--- src/rtl/hzd_pkg.sv ---
package hzd_pkg;

    // Operand source for a bypass mux
    typedef enum logic [1:0] {
        SRC_RF   = 2'd0,
        SRC_NEAR = 2'd1,
        SRC_FAR  = 2'd2
    } byp_src_e;

    // Reasons for holding the front of the pipeline
    typedef struct packed {
        logic load_use;
        logic br_alu;
        logic br_load;
    } stall_why_t;

    function automatic logic stall_any(input stall_why_t w);
        return w.load_use | w.br_alu | w.br_load;
    endfunction

endpackage

--- src/rtl/hzd_bypass_pick.sv ---
module hzd_bypass_pick
    import hzd_pkg::*;
#(
    parameter int REG_W = 5
) (
    input  logic [REG_W-1:0] src,
    input  logic [REG_W-1:0] near_rd,
    input  logic             near_wen,
    input  logic             near_load,
    input  logic [REG_W-1:0] far_rd,
    input  logic             far_wen,
    output byp_src_e         sel
);
    logic near_hit;
    logic far_hit;

    // A load result is not in EX/MEM yet, so the nearer path skips it
    assign near_hit = near_wen && !near_load && (near_rd != '0) && (near_rd == src);
    assign far_hit  = far_wen && (far_rd != '0) && (far_rd == src);

    always_comb begin
        if (near_hit)     sel = SRC_NEAR;
        else if (far_hit) sel = SRC_FAR;
        else              sel = SRC_RF;
    end
endmodule

--- src/rtl/hzd_stall_detect.sv ---
module hzd_stall_detect
    import hzd_pkg::*;
#(
    parameter int REG_W = 5
) (
    input  logic [REG_W-1:0] id_rs,
    input  logic [REG_W-1:0] id_rt,
    input  logic             id_branch,
    input  logic [REG_W-1:0] ex_rd,
    input  logic             ex_wen,
    input  logic             ex_load,
    input  logic [REG_W-1:0] mem_rd,
    input  logic             mem_wen,
    input  logic             mem_load,
    output stall_why_t       why
);
    logic ex_dep;
    logic mem_dep;

    assign ex_dep  = ex_wen && (ex_rd != '0) && ((ex_rd == id_rs) || (ex_rd == id_rt));
    assign mem_dep = mem_wen && (mem_rd != '0) && ((mem_rd == id_rs) || (mem_rd == id_rt));

    always_comb begin
        why          = '0;
        why.load_use = ex_dep && ex_load;
        why.br_alu   = id_branch && ex_dep && !ex_load;
        why.br_load  = id_branch && ((ex_dep && ex_load) || (mem_dep && mem_load));
    end
endmodule

--- src/rtl/hzd_unit.sv ---
module hzd_unit
    import hzd_pkg::*;
#(
    parameter int REG_W = 5
) (
    input  logic [REG_W-1:0] id_rs,
    input  logic [REG_W-1:0] id_rt,
    input  logic             id_branch,
    input  logic             id_taken,
    input  logic [REG_W-1:0] ex_rs,
    input  logic [REG_W-1:0] ex_rt,
    input  logic [REG_W-1:0] ex_rd,
    input  logic             ex_wen,
    input  logic             ex_load,
    input  logic [REG_W-1:0] mem_rd,
    input  logic             mem_wen,
    input  logic             mem_load,
    input  logic [REG_W-1:0] wb_rd,
    input  logic             wb_wen,
    output logic [1:0]       fwd_a_sel,
    output logic [1:0]       fwd_b_sel,
    output logic [1:0]       br_a_sel,
    output logic [1:0]       br_b_sel,
    output logic             pc_hold,
    output logic             ifid_hold,
    output logic             idex_bubble,
    output logic             ifid_flush
);
    localparam int N_OPND = 4;

    logic [REG_W-1:0] opnd_src [N_OPND];
    byp_src_e         opnd_sel [N_OPND];
    stall_why_t       why;
    logic             stall;

    // Operand order: ALU A, ALU B, comparator A, comparator B
    assign opnd_src[0] = ex_rs;
    assign opnd_src[1] = ex_rt;
    assign opnd_src[2] = id_rs;
    assign opnd_src[3] = id_rt;

    for (genvar g = 0; g < N_OPND; g++) begin : g_byp
        hzd_bypass_pick #(.REG_W(REG_W)) u_pick (
            .src       (opnd_src[g]),
            .near_rd   (mem_rd),
            .near_wen  (mem_wen),
            .near_load (mem_load),
            .far_rd    (wb_rd),
            .far_wen   (wb_wen),
            .sel       (opnd_sel[g])
        );
    end

    hzd_stall_detect #(.REG_W(REG_W)) u_stall (
        .id_rs     (id_rs),
        .id_rt     (id_rt),
        .id_branch (id_branch),
        .ex_rd     (ex_rd),
        .ex_wen    (ex_wen),
        .ex_load   (ex_load),
        .mem_rd    (mem_rd),
        .mem_wen   (mem_wen),
        .mem_load  (mem_load),
        .why       (why)
    );

    assign stall       = stall_any(why);
    assign fwd_a_sel   = opnd_sel[0];
    assign fwd_b_sel   = opnd_sel[1];
    assign br_a_sel    = opnd_sel[2];
    assign br_b_sel    = opnd_sel[3];
    assign pc_hold     = stall;
    assign ifid_hold   = stall;
    assign idex_bubble = stall;
    assign ifid_flush  = id_branch && id_taken && !stall;
endmodule

--- config.mk ---
export PLATFORM = sky130hd
export DESIGN_NAME = hzd_unit
export DESIGN_NICKNAME = d
export VERILOG_FILES = /design/src/rtl/hzd_pkg.sv /design/src/rtl/hzd_bypass_pick.sv /design/src/rtl/hzd_stall_detect.sv /design/src/rtl/hzd_unit.sv
export SDC_FILE = /design/constraint.sdc
export NUM_CORES = 1
export LEC_CHECK = 0
export ABC_AREA = 1
export CORE_AREA = 2 2 50 52
export DETAILED_ROUTE_END_ITERATION = 8
export DIE_AREA = 0 0 52 54
export PLACE_DENSITY = 0.9
export SETUP_SLACK_MARGIN = 0.4
export SLEW_MARGIN = 10
export SYNTH_ARGS = -nofsm -noshare
export SYNTH_HDL_FRONTEND = slang
export SYNTH_SLANG_ARGS = --single-unit
--- constraint.sdc ---
create_clock -name vclk -period 2.1
set_input_delay 0.525 -clock vclk [all_inputs]
set_output_delay 0.525 -clock vclk [all_outputs]
set_load 0.02 [all_outputs]
# After elaboration in Yosys (flattened, before gate mapping)
# Cells that the tools add are included.
# totals
ff_bits,0
wordCells,51
output_inout_bits,12
in_bits,42
# op_classes
n_reduce_logical,31
eq_ne,10
muxes,8
bitwise,2
# ops
op,count
$eq A5 B5 Y1,10
$logic_and A1 B1 Y1,22
$mux W2,8
$reduce_bool A5 Y1,3
$logic_not A1 Y1,3
$logic_or A1 B1 Y1,3
$or A1 B1 Y1,2

# Longest topological paths before layout
# Gate-level depths: netlist (run 1).
# depth
word_depth,9
mapped_depth,10
mapped_depth_nobuf,9

# Modules after synthesis
# A second synthesis (run 1) with hierarchy kept.
# hier_totals
cells_unflattened,333
area_unflattened_um2,1406.3
# modules_own_cells
module,seq_area_each_um2,n_inst,cells_each,area_each_um2
hzd_bypass_pick,0.0,4,59,239.0
hzd_stall_detect,0.0,1,90,409.1
hzd_unit,0.0,1,7,41.3

# Worst setup path after synthesis (run 1)
# OpenSTA, ideal clock, no wires.
# synth_path
path_kind,input to output
from,in mem_rd[2]
to,out ifid_flush
t_arrival_ps,1412
cell_stages,8
path_buffers,1
slack_ps,163
required_ps,1575
path_cell_list,buf_4 -> nor3_2 -> nand3_1 -> nand2_1 -> nor2_1 -> nand2_1 -> nand2_2 -> nor2_2
# synth_between
elab_chain_cells,9
word_cells_on_any_way,12
classes_between,2 x eq/ne; 1 x bitwise; 9 x reduce/logical
# synth_rtl
item,line_no,source
"start, declared",hzd_unit.sv:15,"input logic [REG_W-1:0] mem_rd,"
$eq A5 B5 Y1 or $reduce_bool A5 Y1 (tied branches),hzd_stall_detect.sv:21,assign mem_dep = mem_wen && (mem_rd != '0) && ((mem_rd == id_rs) || (mem_rd == id_rt));
$logic_or A1 B1 Y1 or $logic_and A1 B1 Y1 (tied branches),hzd_stall_detect.sv:21,
$logic_and A1 B1 Y1 (*),hzd_stall_detect.sv:21,
$logic_and A1 B1 Y1 (*),hzd_stall_detect.sv:27,why.br_load = id_branch && ((ex_dep && ex_load) || (mem_dep && mem_load));
$logic_or A1 B1 Y1 (*),hzd_stall_detect.sv:27,
$logic_and A1 B1 Y1 (*),hzd_stall_detect.sv:27,
$or A1 B1 Y1 (*),hzd_pkg.sv:18,return w.load_use | w.br_alu | w.br_load;
named net idex_bubble,hzd_unit.sv:26,"output logic idex_bubble,"
$logic_not A1 Y1 (*),hzd_unit.sv:75,assign ifid_flush = id_branch && id_taken && !stall;
$logic_and A1 B1 Y1 (*),hzd_unit.sv:75,
"end, declared",hzd_unit.sv:27,output logic ifid_flush
# The timed path passes the listed nets; every way through them passes the cells marked *.

# Worst setup path after layout (run 1)
# layout_path
from,in mem_rd[1]
to,out br_b_sel[1]
# layout_between
elab_chain_cells,4
word_cells_on_any_way,5
classes_between,1 x eq/ne; 1 x mux; 3 x reduce/logical
# layout_rtl
item,line_no,source
$reduce_bool A5 Y1,hzd_bypass_pick.sv:18,assign near_hit = near_wen && !near_load && (near_rd != '0) && (near_rd == src);
$logic_and A1 B1 Y1,hzd_bypass_pick.sv:18,
$logic_and A1 B1 Y1 (*),hzd_bypass_pick.sv:18,
$mux W2 (*),hzd_bypass_pick.sv:22,if (near_hit) sel = SRC_NEAR;
"end, declared",hzd_unit.sv:23,"output logic [1:0] br_b_sel,"
# Mark *: on every way between the ends. The rest lies on a longest branch, timed or not.

==> results of run 1 <==
-- cells in the mapped netlist --
cell type | count | area [µm²]
nand2_1 | 51 | 191
nor2_1 | 22 | 82.6
xnor2_1 | 22 | 193
inv_1 | 21 | 78.8
xor2_1 | 13 | 114
buf_4 | 8 | 60.1
nand3_1 | 7 | 35.0
buf_2 | 5 | 25.0
nand4_1 | 5 | 31.3
nor3_1 | 4 | 20.0
nor3_2 | 3 | 30.0
buf_6 | 1 | 11.3
clkbuf_1 | 1 | 3.75
inv_2 | 1 | 3.75
nand2_2 | 1 | 6.26
nand3b_2 | 1 | 11.3
nor2_2 | 1 | 6.26
o211ai_1 | 1 | 7.51
o21ai_0 | 1 | 5.00
-- final timing paths --
kind | slack [ns] | depth (start not counted) | end | start
worst max-delay path | 0.01 | 10 | br_b_sel[1] | mem_rd[1]
worst min-delay path | 1.49 | 5 | fwd_b_sel[0] | mem_rd[2]
-- where the power goes --
group | leakage (µW) | internal, µW | switching, µW | total, µW
clock network | 0 | 0 | 0 | 0
registers | 0 | 0 | 0 | 0
logic | 0.000972 | 202 | 209 | 411
-- cells by family after synthesis --
logic type             Yosys count
AND/OR/NAND/NOR                 95
buffers and inverters           37
XOR/XNOR                        35
AO/OA/AOI/OAI                    2
-- worst max-delay path: stages --
cell and delay [ns]:
buf_6 0.11, inv_2 0.07, nand2_2 0.08, nand2_2 0.07, nor2_4 0.12, nand3_2 0.13
buf_6 0.15, nor2_4 0.13, nor2_4 0.05, buf_6 0.12
-- repair_timing --
action	in CTS	in global routing
endpoints found under the setup margin	12	12
hold buffers	0	0
pin swaps	50	38
hold endpoints to repair	0	0
gates resized for setup	277	57
setup buffers	2	1
-- through the flow --
step | util [%] | total power, µW | hold slack (ns) | setup TNS (ns)
floorplan | - | 164 | 1.19 | 0
global placement | 68.6 | 294 | 2.11 | -9.69
detailed placement | 68.6 | 305 | 2.13 | -10.48
CTS | 75.4 | 341 | 1.47 | 0
global route | 82.4 | 432 | 1.50 | -0.0125
finish | 82.4 | 411 | 1.49 | 0
-- layer usage --
| layer | share of wire (%) | track usage [%] | vias to the layer above |
|---|---|---|---|
| met3 | 7.9 | 2.78 | 19 |
| met4 | 3.7 | 8.77 | 0 |
| met1 | 36 | 34.6 | 638 |
| met5 | 0 | 0 | - |
| met2 | 53 | 57.6 | 83 |
| li1 | - | - | 622 |
-- area by class of cell --
class | count | area share [%]
multi-input combinational | 132 | 58.3
timing repair buffer | 74 | 35.4
inverter | 22 | 4.32
tap | 30 | 1.96
==> summary.txt, run 1 <==
Layout
  – # diodes: 0
  – Layout cells sized above 1: 62.3%
  – Fin area: 0.00191 mm²
  – Area of the multi-input gates: 0.00111 mm²
  – Area growth syn-to-layout: 109%
  – Most frequent cells in the layout: nand2_1 (37), buf_6 (26), buf_4 (21)
  – Clkbuf count: 0
  – Seq_cells: 0
  – Fill cells: 140
  – Fin cells: 258
  – NumNets Final: 272
  – Storage cell area: 0 µm²
  – Most common cell after layout, fill and taps aside: nand2_1

Placement
  – Cells after DPL: 255
  – Routability-driven placement congestion ratio: 0.839
  – Placed cell areas: 0.00159 mm²
  – Post-DP HPWL: 2660 µm
  – PortBufs: 54
  – Post-Place Setup Slack: -0.963 ns

Die
  – CORE AREA: 0.00232 mm²
  – Die area: 0.00281 mm²
  – Initial Util: 39.5%
  – Die width: 52 µm
  – DIE HEIGHT: 54 µm
  – # rows: 18
  – Top Ports: 54

Route
  – Post-Route WL: 4440 µm
  – DR iter-0 viols: 48
  – Vias per std cell: 5.28
  – Per-cell routed wire length: 17.2 µm
  – Initial DRT Pass Iterations: 4
  – Antenna-violating nets left: 0
  – Total number of vias: 1,362
  – Drc violations: 0

Yosys
  – Yosys cell types: 19
  – Xor and xnor area share after synthesis: 33.5%
  – Largest family of logic cells by synthesized area: simple AND/OR/NAND/NOR gates
  – Syn_area_per_cell: 5.42 µm²
  – Synth Area in Adders: 0%
  – Synth Net Count: 211
  – Multiplexer share of the synthesized area: 0%
  – Ys Warns: 0
  – Area of the mapped netlist: 916 µm²
  – Mapped Cells: 169
  – Area fraction in compound gates after synthesis: 1.37%
  – Simple-gate portion of the synthesized area: 45.2%
  – Register area share after synthesis: 0%

Timing
  – Fraction of the cycle the final worst path needs: 99.3%
  – Post-route setup slack: 0.0139 ns
  – Slew @ Worst Pin: 0.292 ns
  – Max-slew violation count: 0
  – Peak Freq: 0.479 GHz
  – RSZ-0062 raised after global routing: true
  – Fin crit period: 2.09 ns
  – Hold Fails Final Rpt: 0
  – Slew Limit Headroom: 80.5%
  – Setup violations, final: 0

Min path
  – Hold WC Path Type: in2out

Global routing
  – Gr ovfl total: 0
  – Initial antenna violation count: 0
  – Pin count of the biggest net entering global routing: 7
  – First-pass GRT wire length: 6170 µm
  – GRT Util Overall: 29.9%
  – Vias in the first global route: 1,291

Pwr
  – Leak: 0.000972 µW
  – Power per standard cell area: 215 mW/mm²
  – Maximum VDD drop: 0.000184 V

Worst setup path
  – Worst setup EP type: output pin
  – CP max FO: 5
  – Arr. time, crit path: 1.56 ns
  – Critical Path Start Type: primary input
  – Setup Crit Path Kind: in2out
  – Required time of the critical path: 1.57 ns

Flow run
  – Maxcap violations: 0

Status
  – Status: completed
(Power assumes the default switching activity.)
==> inputs of run 2 (changes only) <==
--- a/config.mk
+++ b/config.mk
@@ -6,10 +6,10 @@
 export NUM_CORES = 1
 export LEC_CHECK = 0
 export ABC_AREA = 1
-export CORE_AREA = 2 2 50 52
+export CORE_AREA = 2 2 55 57
 export DETAILED_ROUTE_END_ITERATION = 8
-export DIE_AREA = 0 0 52 54
-export PLACE_DENSITY = 0.9
+export DIE_AREA = 0 0 57 59
+export PLACE_DENSITY = 0.76
 export SETUP_SLACK_MARGIN = 0.4
 export SLEW_MARGIN = 10
 export SYNTH_ARGS = -nofsm -noshare
==> run 2 against run 1 <==
Utilization is 14 points lower. Global-route usage is 12 points lower. Largest power group unchanged. Critical path type unchanged. Flip-flop and latch count stayed put. Count of clock-buffer cells in the layout stayed put. Critical endpoint is now ifid_flush. Largest cell class unchanged.
==> summary.txt, run 2 (synthesis gave the netlist of run 1 again) <==
Layout
  – # diodes: 0 (unchanged)
  – Most frequent cells in the layout: nand2_1 (44), buf_6 (27), inv_1 (15), buf_2 (15), buf_4 (15)
  – Clkbuf count: 0 (unchanged)
  – Seq_cells: 0 (unchanged)
  – Fill cells: 234 (+67%)
  – Layout cells sized above 1: 54.4% (-7.9 points)
  – Area growth syn-to-layout: 101%
  – NumNets Final: 272 (unchanged)
  – Most common cell after layout, fill and taps aside: nand2_1
  – Final core utilization: 68.0% (-14 points)
  – Storage cell area: 0 µm² (unchanged)

Route
  – Met1 Routed Length: 1240 µm (-22%)
  – Drc violations: 0 (unchanged)
  – Initial DRT Pass Iterations: 4 (unchanged)
  – Total number of vias: 1,210 (-11%)
  – Vias per std cell: 4.67 (-12%)
  – Met2 WL: 1780 µm (-24%)
  – Max Used Layer: met4
  – Antenna-violating nets left: 0 (unchanged)
  – Per-cell routed wire length: 12.6 µm (-27%)
  – Post-Route WL: 3250 µm (-27%)
  – DR iter-0 viols: 34 (-29%)
  – Met3 WL: 198 µm (-44%)

Timing
  – Slew @ Worst Pin: 0.250 ns (-0.0425 ns)
  – Fin crit period: 2.04 ns (-0.0451 ns)
  – Slew Limit Headroom: 83.2% (+2.8 points)
  – Setup violations, final: 0 (unchanged)
  – Hold Slack: 1.51 ns (+0.0275 ns)
  – Max-slew violation count: 0 (unchanged)
  – RSZ-0062 raised after global routing: true
  – Peak Freq: 0.490 GHz (+2.2%)
  – Hold Fails Final Rpt: 0 (unchanged)
  – Fraction of the cycle the final worst path needs: 97.2% (-2.1 points)

Worst setup path
  – Worst path cell trace: buf_8, inv_1, nand2_1, nand2_1, nor2_2, nand3_2, nand2_2, nand2_2, nand2_4, nor2_4, buf_6
  – Slowest cell on the critical path: nor2_2
  – Worst setup EP type: output pin
  – Required time of the critical path: 1.57 ns (about the same)
  – Setup Crit Path Kind: in2out
  – CP max FO: 5 (unchanged)
  – Critical Path Source: mem_rd[2]
  – Critical Path Start Type: primary input
  – Arr. time, crit path: 1.52 ns (-0.04 ns)
  – Worst stage delay on the critical path: 0.17 ns (+0.02 ns)

Die
  – Top Ports: 54 (unchanged)
  – Die area: 0.00336 mm² (+20%)
  – CORE AREA: 0.00271 mm² (+17%)
  – Die width: 57 µm (+9.6%)
  – Initial Util: 33.8% (-5.7 points)
  – # rows: 19 (+1)
  – DIE HEIGHT: 59 µm (+9.3%)

Placement
  – PortBufs: 54 (unchanged)
  – Routability-driven placement congestion ratio: 0.817 (-2.6%)
  – Post-DP HPWL: 2460 µm (-7.5%)

Status
  – Status: completed

Global routing
  – Gr ovfl total: 0 (unchanged)
  – Initial antenna violation count: 0 (unchanged)
  – GRT Util Overall: 17.7% (-12 points)
  – Vias in the first global route: 1,074 (-17%)
  – First-pass GRT wire length: 4770 µm (-23%)
  – Pin count of the biggest net entering global routing: 6 (-1)

Min path
  – Hold WC Path Type: in2out
  – Worst hold start: mem_rd[1]

Clock network
  – Hold_buf cts: 0 (unchanged)

Flow run
  – Maxcap violations: 0 (unchanged)

Pwr
  – Overall power: 366 µW (-11%)
  – Leak: 0.000953 µW (-1.9%)
  – Power per standard cell area: 199 mW/mm² (-7.6%)
  – Maximum VDD drop: 0.000144 V (-22%)
## run 2: cell type report
| class | count | area, µm² | area share (%) |
|---|---|---|---|
| tap | 31 | 38.8 | 2.11 |
| timing repair buffer | 74 | 703 | 38.2 |
| multi-input combinational | 132 | 1010 | 55.1 |
| inverter | 22 | 85.1 | 4.62 |
## run 2: worst max-delay path: cells and delay by family
family	cells	cell delay [ns]
and+or+nand+nor	8	0.73
buffers and inverters	3	0.26
## run 2: per-stage QoR
step / setup WS (ns) / cell area [µm²] / instances / TNS, ns
after floorplan: 0.234 / 1040 / 169 / 0
after global placement: -0.826 / 1610 / 259 / -9.51
after detailed placement: -0.858 / 1610 / 259 / -9.74
after CTS: 0.114 / 1760 / 259 / 0
after global routing: -0.0166 / 1840 / 259 / -0.0166
final: 0.0590 / 1840 / 259 / 0
## run 2: what timing repair did
action,4_1_cts,5_1_grt
setup buffers,0,0
pin swaps,53,33
setup endpoints to repair,12,12
resized for setup,290,28
## run 2: final timing paths
path / endpoint / slack [ns] / cells after the start
setup / recovery: ifid_flush / 0.06 / 11
hold / removal: fwd_b_sel[0] / 1.51 / 5
## run 2: where the power goes
part	switching, µW	internal, µW	total [µW]	leakage (µW)
clock	0	0	0	0
sequential	0	0	0	0
combinational	174	192	366	0.000953
total	174	192	366	0.000953
## run 2: layer usage
| layer | vias to the layer above | global-route usage, % |
|---|---|---|
| met3 | 4 | 0 |
| li1 | 620 | - |
| met2 | 35 | 34.0 |
| met1 | 551 | 23.9 |
| met4 | 0 | 0 |
| met5 | - | 0 |
